--- src/rtl/rst_seq_pkg.sv ---
`timescale 1ns/1ps
package rst_seq_pkg;
  typedef enum logic [1:0] {
    ST_RUN  = 2'd0,
    ST_LOW  = 2'd1,
    ST_STAB = 2'd2,
    ST_POST = 2'd3
  } seq_st_e;

  localparam int CAUSE_W = 3;
  localparam int CB_COP  = 0;
  localparam int CB_ILOP = 1;
  localparam int CB_LVI  = 2;
endpackage

--- src/rtl/rst_seq_sync.sv ---
`timescale 1ns/1ps
module rst_seq_sync #(
  parameter int W = 2
) (
  input  logic         clk_i,
  input  logic         rst_ni,
  input  logic [W-1:0] d_i,
  output logic [W-1:0] q_o
);
  logic [W-1:0] meta_q, sync_q;

  always_ff @(posedge clk_i or negedge rst_ni) begin
    if (!rst_ni) begin
      meta_q <= '0;
      sync_q <= '0;
    end else begin
      meta_q <= d_i;
      sync_q <= meta_q;
    end
  end

  assign q_o = sync_q;
endmodule

--- src/rtl/rst_seq_wdog.sv ---
`timescale 1ns/1ps
module rst_seq_wdog #(
  parameter int              CNT_W    = 10,
  parameter int              ADDR_W   = 16,
  parameter logic [ADDR_W-1:0] CLR_ADDR = '1
) (
  input  logic              clk_i,
  input  logic              rst_ni,
  input  logic              run_i,
  input  logic              wr_i,
  input  logic [ADDR_W-1:0] addr_i,
  output logic              ovf_o,
  output logic [CNT_W-1:0]  cnt_o
);
  localparam logic [CNT_W-1:0] CNT_MAX = '1;

  logic [CNT_W-1:0] cnt_q;
  logic             clr;

  assign clr = wr_i && (addr_i == CLR_ADDR);

  always_ff @(posedge clk_i or negedge rst_ni) begin
    if (!rst_ni)            cnt_q <= '0;
    else if (!run_i || clr) cnt_q <= '0;
    else                    cnt_q <= cnt_q + 1'b1;
  end

  assign ovf_o = run_i && !clr && (cnt_q == CNT_MAX);
  assign cnt_o = cnt_q;
endmodule

--- src/rtl/rst_seq_fsm.sv ---
`timescale 1ns/1ps
module rst_seq_fsm
  import rst_seq_pkg::*;
#(
  parameter int STAB_CYC = 4096,
  parameter int PIN_DLY  = 32,
  parameter int CPU_DLY  = 64
) (
  input  logic               clk_i,
  input  logic               rst_ni,
  input  logic               lv_s_i,
  input  logic               under_hi_s_i,
  input  logic               wd_ovf_i,
  input  logic               ilop_i,
  input  logic               stat_rd_i,
  output logic               clk_en_o,
  output logic               pin_rel_o,
  output logic               cpu_rel_o,
  output logic [CAUSE_W-1:0] stat_o
);
  localparam int MAXC  = (STAB_CYC > CPU_DLY) ? STAB_CYC : CPU_DLY;
  localparam int SEQ_W = $clog2(MAXC);
  localparam logic [SEQ_W-1:0] STAB_LAST = SEQ_W'(STAB_CYC - 1);
  localparam logic [SEQ_W-1:0] CPU_LAST  = SEQ_W'(CPU_DLY - 1);
  localparam logic [SEQ_W-1:0] PIN_AT    = SEQ_W'(PIN_DLY);

  seq_st_e            st_q, st_d;
  logic [SEQ_W-1:0]   cnt_q, cnt_d;
  logic [CAUSE_W-1:0] stat_q, stat_d;

  always_comb begin
    st_d   = st_q;
    cnt_d  = cnt_q;
    stat_d = stat_q;
    if (stat_rd_i) stat_d = '0;
    if (lv_s_i) begin
      // supply drop wins in every stage and restarts the sequence
      st_d           = ST_LOW;
      cnt_d          = '0;
      stat_d         = '0;
      stat_d[CB_LVI] = 1'b1;
    end else begin
      unique case (st_q)
        ST_LOW: begin
          if (!under_hi_s_i) begin
            st_d  = ST_STAB;
            cnt_d = '0;
          end
        end
        ST_STAB: begin
          if (cnt_q == STAB_LAST) begin
            st_d  = ST_POST;
            cnt_d = '0;
          end else cnt_d = cnt_q + 1'b1;
        end
        ST_POST: begin
          if (cnt_q == CPU_LAST) begin
            st_d  = ST_RUN;
            cnt_d = '0;
          end else cnt_d = cnt_q + 1'b1;
        end
        ST_RUN: begin
          if (wd_ovf_i) begin
            st_d           = ST_POST;
            cnt_d          = '0;
            stat_d         = '0;
            stat_d[CB_COP] = 1'b1;
          end else if (ilop_i) begin
            st_d            = ST_POST;
            cnt_d           = '0;
            stat_d          = '0;
            stat_d[CB_ILOP] = 1'b1;
          end
        end
        default: st_d = ST_LOW;
      endcase
    end
  end

  always_ff @(posedge clk_i or negedge rst_ni) begin
    if (!rst_ni) begin
      st_q   <= ST_LOW;
      cnt_q  <= '0;
      stat_q <= '0;
    end else begin
      st_q   <= st_d;
      cnt_q  <= cnt_d;
      stat_q <= stat_d;
    end
  end

  assign clk_en_o  = (st_q == ST_RUN) || (st_q == ST_POST);
  assign pin_rel_o = (st_q == ST_RUN) || ((st_q == ST_POST) && (cnt_q >= PIN_AT));
  assign cpu_rel_o = (st_q == ST_RUN);
  assign stat_o    = stat_q;
endmodule

--- src/rtl/rst_seq_top.sv ---
`timescale 1ns/1ps
module rst_seq_top
  import rst_seq_pkg::*;
#(
  parameter int                STAB_CYC = 4096,
  parameter int                PIN_DLY  = 32,
  parameter int                CPU_DLY  = 64,
  parameter int                WDOG_W   = 10,
  parameter int                ADDR_W   = 16,
  parameter logic [ADDR_W-1:0] CLR_ADDR = '1
) (
  input  logic              clk_i,
  input  logic              rst_ni,
  input  logic              vdd_under_lo_i,
  input  logic              vdd_under_hi_i,
  input  logic              bus_wr_i,
  input  logic [ADDR_W-1:0] bus_addr_i,
  input  logic              illegal_op_i,
  input  logic              stop_op_i,
  input  logic              stop_en_i,
  input  logic              stat_rd_i,
  output logic [2:0]        stat_o,
  output logic              mod_clk_en_o,
  output logic              rst_pin_no,
  output logic              cpu_rst_no
);
  logic [1:0]        sup_s;
  logic              lv_s, under_hi_s;
  logic              wd_ovf, ilop_req, cpu_rel;
  logic [WDOG_W-1:0] wd_cnt;

  rst_seq_sync #(.W(2)) u_sync (
    .clk_i (clk_i),
    .rst_ni(rst_ni),
    .d_i   ({vdd_under_hi_i, vdd_under_lo_i}),
    .q_o   (sup_s)
  );

  assign lv_s       = sup_s[0];
  assign under_hi_s = sup_s[1];
  assign ilop_req   = illegal_op_i || (stop_op_i && !stop_en_i);

  rst_seq_wdog #(
    .CNT_W   (WDOG_W),
    .ADDR_W  (ADDR_W),
    .CLR_ADDR(CLR_ADDR)
  ) u_wdog (
    .clk_i (clk_i),
    .rst_ni(rst_ni),
    .run_i (cpu_rel),
    .wr_i  (bus_wr_i),
    .addr_i(bus_addr_i),
    .ovf_o (wd_ovf),
    .cnt_o (wd_cnt)
  );

  rst_seq_fsm #(
    .STAB_CYC(STAB_CYC),
    .PIN_DLY (PIN_DLY),
    .CPU_DLY (CPU_DLY)
  ) u_fsm (
    .clk_i       (clk_i),
    .rst_ni      (rst_ni),
    .lv_s_i      (lv_s),
    .under_hi_s_i(under_hi_s),
    .wd_ovf_i    (wd_ovf),
    .ilop_i      (ilop_req),
    .stat_rd_i   (stat_rd_i),
    .clk_en_o    (mod_clk_en_o),
    .pin_rel_o   (rst_pin_no),
    .cpu_rel_o   (cpu_rel),
    .stat_o      (stat_o)
  );

  assign cpu_rst_no = cpu_rel;
endmodule

--- config.mk ---
export PLATFORM = sky130hd
export DESIGN_NAME = rst_seq_top
export DESIGN_NICKNAME = d
export VERILOG_FILES = /design/src/rtl/rst_seq_pkg.sv /design/src/rtl/rst_seq_sync.sv /design/src/rtl/rst_seq_wdog.sv /design/src/rtl/rst_seq_fsm.sv /design/src/rtl/rst_seq_top.sv
export SDC_FILE = /design/constraint.sdc
export NUM_CORES = 1
export LEC_CHECK = 0
export ABC_CLOCK_PERIOD_IN_PS = 5170
export BUFFER_PORTS_ARGS = -buffer_cell sky130_fd_sc_hd__buf_2
export CORE_MARGIN = 3
export CORE_UTILIZATION = 25
export DETAILED_ROUTE_END_ITERATION = 16
export GPL_TIMING_DRIVEN = 1
export SYNTH_ARGS = -nofsm -noshare
export SYNTH_HDL_FRONTEND = slang
export SYNTH_SLANG_ARGS = --single-unit
--- constraint.sdc ---
create_clock -name clk_i -period 5.17 [get_ports clk_i]
set_input_delay 0.7755 -clock clk_i [delete_from_list [all_inputs] [get_ports clk_i]]
set_output_delay 0.7755 -clock clk_i [all_outputs]
set_load 0.01 [all_outputs]
==> summary.md, run 1 <==
| Metric | Value |
|---|---|
| VDD IR-drop max | 0.000137 V |
| Util after Layout | 0.311 |
| Status | completed |
| FFs w/ async S/R, synth | 1.00 |
| Post-CTS setup buffer count | 0 |
| Min Tclk post-route | 2.53 ns |
| Antenna violations before repair | 0 |
| Root Buffer Master | clkbuf_8 |
| CP Max Fanout | 11 |
| Global-route wire length before repair | 6770 µm |
| Fin Clk Skew | about 0.0086 ns |
| Setup TNS | 0 ns |
| WS Path Type | in2reg |
| Largest net degree at the start of global routing | 32 |
| Ys flop type | dfrtp_1 |
| Worst-Skew Late Latency | roughly 0.29 ns |
| CTS Sinks | 31 |
| N_diodes | 0 |
| Row cnt | 30 |
| Sequential cell area | 777 µm² |
| Mapped Avg Cell Area | around 9.6 µm² |
| CTS Hold Buffers Added | 0 |
| HP Class | reg2reg |
| Area Growth Syn to Fin | 19.6% |
| Flops & latches, synth | 31 |
| Global route overflow | 0 |
| Drc violations | 0 |
| TritonCTS Buffers | 5 |
| Gate Count Post-Synth | around 190 |
| Core ar. | 6830 µm² |
| Max-slew headroom | 0.253 |
| Clk buf depth | 2 |
| Post-synth net total | between 200 and 250 |
| PD cells | 357 nW/µm² |
| Final number of hold-violating endpoints | 0 |
| Yosys cell types | 44 |
| Worst setup SP type | primary input |
| Drt pass-1 iters | 4 |
| Dpl hpwl | about 2700 µm |
| Htree depth | 2 |
| CTS tree | built |
| Fillcell total | ~730 |
| Starting Density | 0.260 |
| WL final | between 3000 and 4000 µm |
| Register area share after synthesis | 0.437 |
| Vias per cell | 4.70 |
| Final Max Slew Viols | 0 |
| Vias in the first global route | around 1.5k |
| Routed Antenna Nets | 0 |
| Post-synth top area share | 0.423 |
| WP data arrival | 2.76 ns |
| Die width | 90.3 µm |
| Final nets | about 250 |
| # resized after CTS | 0 |
| DRT iter0 DRCs | a little over 80 |
| Layout cells sized above 1 | 0.216 |
| Clock transition at path regs | around 0.07 ns |
| Leakage | around 0.94 nW |
| Post-Syn Area | 1780 µm² |
| Top cells by count, synth | dfrtp_1 (30), nor2_1 (22), nand2_1 (14) |
| Global Route Usage Sum | 0.0995 |
| RSZ-0062 raised after global routing | no |
| Area occupied by multi-input gates | 916 µm² |
| WL/cell | ~12 µm |
| MaxCap Viol Count | 0 |
| Ports | 31 |
| Port bufs | 30 |
| CP Capture Type | flip-flop |
| Synth warnings | 0 |
| Die Ht | roughly 90 µm |
| Worst Path Required | about 5.4 ns |
| DIE AREA | just over 8000 µm² |
| Most common cell in the netlist | dfrtp_1 |
| Peak Freq | approximately 400 MHz |
| EDFF count, synth | 0 |
| Setup Viol. Count Final | 0 |
| Final Cycle Share | 0.490 |
| Post-synth top area cell | dfrtp_1 |
| Synth area leaders | dfrtp_1 (42%), ha_1 (4.9%), nor2_1 (4.6%) |
| Final worst hold slack | roughly 0.35 ns |
| Via count | approximately 1.5k |
| GPL Wtd Cong | a little over 0.8 |
| Slew @ Worst Pin | around 1.1 ns |
-- layer usage --
metal / share of wire / wire length (µm) / track usage / vias to the layer above
met2: 0.46 / 1710 / 0.159 / 40
met5: 0 / 0 / 0 / -
met4: 0.011 / 42 / 0.0344 / 0
met3: 0.051 / 193 / 0.0283 / 6
met1: 0.48 / 1800 / 0.128 / 697
li1: - / - / - / 732
-- flip-flops by register name, indices dropped and copies added (netlist names) --
signal / cells
u_fsm.cnt_q: 12
u_fsm.stat_o: 3
u_sync.meta_q: 2
u_wdog.cnt_o: 10
u_fsm.st_q: 2
u_sync.q_o: 2
-- where the power goes --
group / leakage [nW] / total [mW] / internal [mW] / switching [mW]
combinational: 0.470 / 0.228 / 0.0969 / 0.131
clock: 0.0581 / 0.242 / 0.143 / 0.0984
sequential: 0.414 / 0.289 / 0.268 / 0.0207
-- layout by cell type (no fill, tap or decap), types with 5 or more instances in the layout --
master    Yosys  routed
a32o_1        5       5
and3_1        7       7
buf_2         1      30
clkbuf_8      0       5
dfrtp_1      30      30
ha_1          7       7
inv_1        13      13
nand2_1      14      14
nand3_1      12      12
nand4_1       7       7
nor2_1       22      22
o211ai_1      6       6
o21ai_0       5       5
-- final timing paths --
path	start	endpoint	slack, ns	depth (start not counted)
max	bus_addr_i[1]	u_fsm.stat_o[2]	2.64	6
min reg2reg	u_sync.meta_q[1]	u_sync.q_o[1]	0.35	0
max in group asynchronous	rst_ni	u_fsm.stat_o[1]	4.17	1
min	u_sync.meta_q[1]	u_sync.q_o[1]	0.35	0
min in group asynchronous	rst_ni	u_fsm.cnt_q[3]	0.53	1
max reg2reg	u_fsm.cnt_q[1]	u_fsm.st_q[1]	2.86	6
-- metrics by stage --
step,cells,power (mW),worst slack (ns),instance area (µm²)
after global routing,314,0.817,2.44,2120
after floorplan,185,0.463,2.80,1780
final,314,0.758,2.64,2120
after CTS,314,0.770,2.67,2120
after detailed placement,306,0.524,2.37,2010
after global placement,306,0.522,2.41,2010
-- cells by family (layout without fill, tap and decap cells) --
logic type                 Yosys count  in the layout  synth area share
buffers and inverters               18             51            0.0472
xor gates and xnor gates             8              8            0.0394
DFF                                 31             31             0.437
AOI/OAI and AO/OA                   32             32             0.148
muxes                                4              4            0.0254
adders and majority gates            7              7            0.0493
and+or+nand+nor                     85             85             0.254
-- final cells by class --
class / instances / area share
clock inverter: 3 / 0.0206
inverter: 13 / 0.0230
multi-input combinational: 136 / 0.431
timing repair buffer: 30 / 0.0707
tap: 96 / 0.0565
sequential: 31 / 0.366
clock buffer: 5 / 0.0324
-- worst max-delay path, stage by stage --
cell      delay, ns
buf_2          0.08
nand4_1        0.08
or4_4          0.53
o21ai_0        0.88
nand2b_1       0.25
a31o_2         0.16
No activity file was read; power rests on OpenSTA's default activity.
==> inputs of run 2 (changes only) <==
--- a/config.mk
+++ b/config.mk
@@ -5,7 +5,7 @@
 export SDC_FILE = /design/constraint.sdc
 export NUM_CORES = 1
 export LEC_CHECK = 0
-export ABC_CLOCK_PERIOD_IN_PS = 5170
+export ABC_CLOCK_PERIOD_IN_PS = 2300
 export BUFFER_PORTS_ARGS = -buffer_cell sky130_fd_sc_hd__buf_2
 export CORE_MARGIN = 3
 export CORE_UTILIZATION = 25
==> constraint.sdc (replaced) <==
create_clock -name clk_i -period 2.3 [get_ports clk_i]
set_input_delay 0.345 -clock clk_i [delete_from_list [all_inputs] [get_ports clk_i]]
set_output_delay 0.345 -clock clk_i [all_outputs]
set_load 0.01 [all_outputs]
==> run 2 against run 1 <==
Compared with the run above:
- cell count grew 2.9%
- critical path depth is the same
- sequential power grew 120%
- count of clock-buffer cells in the layout grew 1
- clock power grew 130%
- worst hold slack lost 0.24 ns
- flip-flop and latch count is the same
- register-to-register slack lost 2.7 ns
- routed wire length grew 3.0%
- sequential share of layout area shrank 1.3 points
- setup slack lost 2.5 ns
- largest power group unchanged
- highest routed layer unchanged
==> summary.md, run 2 (same netlist as run 1, synthesis figures left out) <==
| Metric | Value |
|---|---|
| Root Buffer Master | clkbuf_8 |
| Die width | 90.3 µm (unchanged) |
| Setup TNS | 0 ns (unchanged) |
| Row cnt | 30 (unchanged) |
| CP max stage cell | or4_4 |
| Post-DP Area | 2070 µm² (+3.0%) |
| Comb power frac | 0.320 (+0.019) |
| Dpl hpwl | 2950 µm (+7.6%) |
| Global route overflow | 0 (unchanged) |
| Sw Ratio | 0.317 (-0.0127) |
| RSZ-0062 raised after global routing | no |
| Fillcell total | 737 (+0.82%) |
| GPL Wtd Cong | 0.819 (+1.2%) |
| Layout cells sized above 1 | 0.251 (+0.0355) |
| Number of flip-flops in the largest register | 12 (unchanged) |
| DIE AREA | 8150 µm² (unchanged) |
| Final nets | 258 (+3.6%) |
| Top reg by flops | u_fsm.cnt_q |
| CP Capture Type | flip-flop |
| Vias in the first global route | 1471 (-0.94%) |
| Drt pass-1 iters | 4 (unchanged) |
| Die Ht | 90.3 µm (unchanged) |
| N_diodes | 0 (unchanged) |
| Global Route Usage Sum | 0.101 (+0.00136) |
| Htree depth | 2 (unchanged) |
| Slew @ Worst Pin | 0.706 ns (-0.403 ns) |
| CTS tree | built |
| Clock transition at path regs | 0.07 ns (about the same) |
| WL final | 3860 µm (+3.0%) |
| Routed Antenna Nets | 0 (unchanged) |
| Area occupied by multi-input gates | 920 µm² (+0.41%) |
| TritonCTS Buffers | 5 (unchanged) |
| Final worst hold slack | 0.114 ns (-0.238 ns) |
| Design Area, Final | 2200 µm² (+3.6%) |
| Drc violations | 0 (unchanged) |
| Antenna violations before repair | 0 (unchanged) |
| Fin Clk Skew | 0.00633 ns (-0.00224 ns) |
| Leakage | 0.991 nW (+5.2%) |
| Worst path max stage delay | 0.58 ns (-0.30 ns) |
| Sequential cell area | 777 µm² (unchanged) |
| Min Tclk post-route | between 2 and 2.5 ns |
| Worst setup SP type | flip-flop |
| Starting Density | 0.260 (unchanged) |
| Global-route wire length before repair | 6750 µm (-0.30%) |
| CTS Sinks | 31 (unchanged) |
| Max-slew headroom | 0.530 (+0.276) |
| PD cells | 801 nW/µm² (+120%) |
| Setup Viol. Count Final | 0 (unchanged) |
| Port bufs | 30 (unchanged) |
| FF-to-FF path depth | 6 (unchanged) |
| Final number of hold-violating endpoints | 0 (unchanged) |
| Clk network pwr share | 0.313 (-0.006) |
| Int Pwr | 1.20 mW (+140%) |
| DRT iter0 DRCs | 92 (+12%) |
| Vias per cell | 4.64 (-1.1%) |
| FF-to-FF End | u_fsm.st_q[1] |
| Area Growth Syn to Fin | 23.9% |
| MaxCap Viol Count | 0 (unchanged) |
| Peak Freq | ~460 MHz |
| Final Cycle Share | 0.943 |
| Final Max Slew Viols | 0 (unchanged) |
| Cells after DPL | 314 (+2.6%) |
| CP Max Fanout | 5 (-6) |
| Clk buf depth | 2 (unchanged) |
| VDD IR-drop max | 0.000563 V (+310%) |
| CP Cell Sequence | ha_1, nand3_1, or4_4, a32oi_4, nand3_2, mux2_4 |
| Worst Path Required | 2.47 ns (-2.93 ns) |
| Sequential share of power | 0.367 (-0.014) |
| Status | completed |
| WL/cell | 12.0 µm (+0.14%) |
| WS Path Type | reg2reg |
| Largest net degree at the start of global routing | 32 (unchanged) |
| WP data arrival | 2.34 ns (-0.42 ns) |
| Flop2flop setup slack | 0.13 ns (-2.73 ns) |
| Sw power | 559 µW (+120%) |
| Worst-Skew Late Latency | 0.28 ns (about the same) |
| Core ar. | 6830 µm² (unchanged) |
| Most frequent cells in the layout | buf_2 (30), dfrtp_1 (30), nor2_1 (22) |
| Fin cells | 323 (+2.9%) |
| Via count | 1500 (+1.7%) |
| RR Startpoint | u_fsm.cnt_q[0] |
| HP Class | in2async |
| Ports | 31 (unchanged) |
==> run 2: power groups by stage <==
stage | Sequential, mW | Combinational [mW] | Clock (mW)
final | 0.646 | 0.564 | 0.552
after global routing | 0.656 | 0.636 | 0.600
after CTS | 0.648 | 0.562 | 0.569
after detailed placement | 0.658 | 0.560 | 0
after global placement | 0.651 | 0.556 | 0
after floorplan | 0.649 | 0.391 | 0
==> run 2: layout make-up <==
type                       instances  share of cell area
tap                               96              0.0546
clock buffer                       6              0.0375
timing repair buffer              39              0.0989
inverter                          13              0.0222
sequential                        31               0.353
multi-input combinational        136               0.418
clock inverter                     2              0.0159
==> run 2: what timing repair did <==
item | 4_1_cts | 5_1_grt
hold buffers | 0 | 0
buffers inserted | 0 | 1
setup endpoints to repair | 0 | 1
resized for setup | 0 | 1
==> run 2: critical path: cells and delay by family (launching register included) <==
| family | cells | cell delay, ns |
|---|---|---|
| AOI/OAI and AO/OA | 1 | 0.28 |
| adders and majority gates | 1 | 0.23 |
| DFF | 1 | 0.38 |
| muxes | 1 | 0.31 |
| and+or+nand+nor | 3 | 0.86 |
==> run 2: how the worst max path moves through the flow <==
stage,start,endpoint,slack (ns),depth (start not counted)
final,u_fsm.cnt_q[0],u_fsm.st_q[1],0.13,6
after global routing,u_fsm.cnt_q[1],u_fsm.st_q[1],0.02,6
after CTS,u_fsm.cnt_q[0],u_fsm.st_q[1],0.07,6
after detailed placement,u_fsm.cnt_q[0],u_fsm.st_q[1],0.08,6
after global placement,u_fsm.cnt_q[1],u_fsm.st_q[1],0.14,6
after floorplan,u_fsm.st_q[0],u_fsm.cnt_q[4],0.16,7
==> run 2: stage by stage <==
stage | worst slack [ns] | power [mW] | utilization
2_1_floorplan | 0.161 | 1.04 | -
3_3_place_gp | 0.139 | 1.21 | 0.303
3_5_place_dp | 0.0799 | 1.22 | 0.303
4_1_cts | 0.0733 | 1.78 | 0.321
5_1_grt | 0.0177 | 1.89 | 0.322
6_report | 0.131 | 1.76 | 0.322
==> run 2: metal layers <==
metal,global-route usage,share of wire
met1,0.138,0.46
met3,0.0250,0.054
met2,0.156,0.47
met5,0,0
met4,0.0332,0.014
==> inputs of run 3 (changes only) <==
--- a/config.mk
+++ b/config.mk
@@ -6,9 +6,10 @@
 export NUM_CORES = 1
 export LEC_CHECK = 0
 export ABC_CLOCK_PERIOD_IN_PS = 2300
-export BUFFER_PORTS_ARGS = -buffer_cell sky130_fd_sc_hd__buf_2
+export BUFFER_PORTS_ARGS = -buffer_cell sky130_fd_sc_hd__clkbuf_2
 export CORE_MARGIN = 3
 export CORE_UTILIZATION = 25
+export CTS_CLUSTER_DIAMETER = 30
 export DETAILED_ROUTE_END_ITERATION = 16
 export GPL_TIMING_DRIVEN = 1
 export SYNTH_ARGS = -nofsm -noshare
==> constraint.sdc (replaced) <==
create_clock -name clk_i -period 2.3 [get_ports clk_i]
set_input_delay 0.115 -clock clk_i [delete_from_list [all_inputs] [get_ports clk_i]]
set_output_delay 0.115 -clock clk_i [all_outputs]
set_load 0.01 [all_outputs]
==> run 3 against run 2 <==
Compared with the run above:
- critical path depth up 1
- clock skew rose by 0.00083 ns
- utilization is 0.092 points higher
- design area grew 0.28%
- flip-flop and latch count stayed put
- count of clock-buffer cells in the layout decreased by 1
- global-route usage is 0.30 points higher
- die area stayed put
- via count increased by 1.9%
- largest cell class unchanged
- cell count increased by 1.2%
- critical path type unchanged
- routed wire length grew 1.4%
- first-iteration DRC count is 55% higher
==> summary.md, run 3 (same netlist as run 1, synthesis figures left out) <==
| Metric | Value |
|---|---|
| CP Max Fanout | 4 (-1) |
| Max-slew headroom | 0.479 (-0.0507) |
| Sw Ratio | 0.345 (+0.0280) |
| Htree depth | 2 (unchanged) |
| Most frequent cells in the layout | clkbuf_2 (30), dfrtp_1 (30), nor2_1 (22) |
| Final nets | 262 (+1.6%) |
| CP max stage cell | or4_4 |
| Vias per cell | 4.67 (+0.62%) |
| Drt pass-1 iters | 4 (unchanged) |
| Fin cells | 327 (+1.2%) |
| Die Ht | 90.3 µm (unchanged) |
| Routing usage on met3 | 0.0292 (+0.00417) |
| GPL Wtd Cong | 0.790 (-3.5%) |
| DIE AREA | 8150 µm² (unchanged) |
| Worst-Skew Late Latency | 0.28 ns (about the same) |
| WS Path Type | reg2reg |
| Starting Density | 0.260 (unchanged) |
| Sequential share of power | 0.392 (+0.025) |
| CTS Sinks | 31 (unchanged) |
| Grt met2 use | 0.174 (+0.0180) |
| Clk network pwr share | 0.253 (-0.060) |
| Util after Layout | 0.323 (+0.000916) |
| Design Area, Final | 2210 µm² (+0.28%) |
| RSZ-0062 raised after global routing | no |
| Via count | 1528 (+1.9%) |
| Final worst hold slack | 0.133 ns (+0.0193 ns) |
| Largest net degree at the start of global routing | 32 (unchanged) |
| Worst setup SP type | flip-flop |
| Setup Viol. Count Final | 0 (unchanged) |
| Status | completed |
| WL/cell | 12.0 µm (+0.18%) |
| Setup WS pre-CTS | 0.0541 ns (-0.0258 ns) |
| Final Max Slew Viols | 0 (unchanged) |
| DRT iter0 DRCs | 143 (+55%) |
| Peak Freq | 458 MHz (-0.60%) |
| Power, Total | 1.65 mW (-6.6%) |
| CTS tree | built |
| Die width | 90.3 µm (unchanged) |
| Comb power frac | 0.356 (+0.036) |
| Top cell family by delay on the critical path | simple AND/OR/NAND/NOR gates |
| GRT busiest layer | met2 |
| PD cells | 746 nW/µm² (-6.9%) |
| Cells after DPL | 313 (-0.32%) |
| WP data arrival | 2.35 ns (about the same) |
| Worst path bufs/invs | 1 (+1) |
| Clock transition at path regs | 0.07 ns (about the same) |
| Post-DP Area | 2060 µm² (-0.36%) |
| MaxCap Viol Count | 0 (unchanged) |
| Number of flip-flops in the largest register | 12 (unchanged) |
| CP Cell Sequence | ha_2, nand3_1, or4_4, a32oi_4, buf_4, o211ai_1, a32o_1 |
| Drc violations | 0 (unchanged) |
| Layout cells sized above 1 | 0.255 (+0.00431) |
| Global-route wire length before repair | 6890 µm (+2.1%) |
| CP Capture Type | flip-flop |
| Worst path max stage delay | 0.59 ns (about the same) |
| Met1 usage | 0.130 (-0.00796) |
| N_diodes | 0 (unchanged) |
| Vias in the first global route | 1491 (+1.4%) |
| Row cnt | 30 (unchanged) |
| Slew @ Worst Pin | 0.782 ns (+0.0760 ns) |
| VDD IR-drop max | 0.000387 V (-31%) |
| Root Buffer Master | clkbuf_8 |
| Worst Path Required | 2.46 ns (about the same) |
| Min Tclk post-route | 2.18 ns (+0.0131 ns) |
| Ports | 31 (unchanged) |
| Routed Antenna Nets | 0 (unchanged) |
| Top reg by flops | u_fsm.cnt_q |
| Final WS setup | 0.118 ns (-0.0131 ns) |
| Core ar. | 6830 µm² (unchanged) |
| Int Pwr | 1.08 mW (-10%) |
| Port bufs | 30 (unchanged) |
| Fin Clk Skew | 0.00716 ns (+0.000832 ns) |
| Final Cycle Share | 0.949 (+0.00571) |
| Global Route Usage Sum | 0.104 (+0.00297) |
| Leakage | 0.994 nW (+0.28%) |
| HP Class | in2reg |
| Global route overflow | 0 (unchanged) |
| Sw power | 568 µW (+1.6%) |
| Final number of hold-violating endpoints | 0 (unchanged) |
| WL final | 3920 µm (+1.4%) |
| Dpl hpwl | 2900 µm (-1.4%) |
| Antenna violations before repair | 0 (unchanged) |
| Area Growth Syn to Fin | 24.2% |
| Setup TNS | 0 ns (unchanged) |
| TritonCTS Buffers | 5 (unchanged) |
| Clk buf depth | 2 (unchanged) |
## run 3: cell count changes in the layout (fill, tap and decap cells not counted), sizes merged
cell,previous run,this run
buf,39,10
clkbuf,6,35
dlygate4sd3,0,3
clkinv,1,3
bufinv,1,0
## run 3: tightest hold or removal path, cell delays in order
cell and delay [ns]:
clkbuf_2 0.09, nor2b_1 0.06, nand2_1 0.06, a21oi_1 0.06
## run 3: final timing paths
kind                       depth (start not counted)              end        startpoint  slack (ns)
setup / recovery                                   7   u_fsm.cnt_q[8]    u_fsm.cnt_q[0]        0.12
hold / removal                                     4  u_fsm.stat_o[0]         stat_rd_i        0.13
setup reg to reg                                   7   u_fsm.cnt_q[8]    u_fsm.cnt_q[0]        0.12
hold reg to reg                                    0    u_sync.q_o[0]  u_sync.meta_q[0]        0.35
max in group asynchronous                          2  u_wdog.cnt_o[9]            rst_ni        1.35
min in group asynchronous                          2   u_fsm.cnt_q[3]            rst_ni        0.45
## run 3: power by group through the flow
stage	registers, mW	clock network, mW	logic (mW)
2_1_floorplan	0.649	0	0.391
3_3_place_gp	0.652	0	0.558
3_5_place_dp	0.655	0	0.558
4_1_cts	0.645	0.438	0.564
5_1_grt	0.653	0.460	0.662
6_report	0.645	0.416	0.585
## run 3: repair_timing
item                                    CTS  global route
setup buffers                             0             3
gates resized for setup                   0             2
hold endpoints to repair                 32             0
endpoints found under the setup margin    0             1
hold buffers                              3             0
## run 3: layer usage
metal | routed length (µm) | share of wire
met1 | 1820 | 0.47
met2 | 1870 | 0.48
met3 | 174 | 0.044
met4 | 47 | 0.012
met5 | 0 | 0
## run 3: cell type report
class	count	area [µm²]
Fill cell	737	4620
Clock inverter	3	15.0
Inverter	13	48.8
Multi-Input combinational cell	136	922
Sequential cell	31	777
Tap cell	96	120
Timing Repair Buffer	43	255
Clock buffer	5	68.8
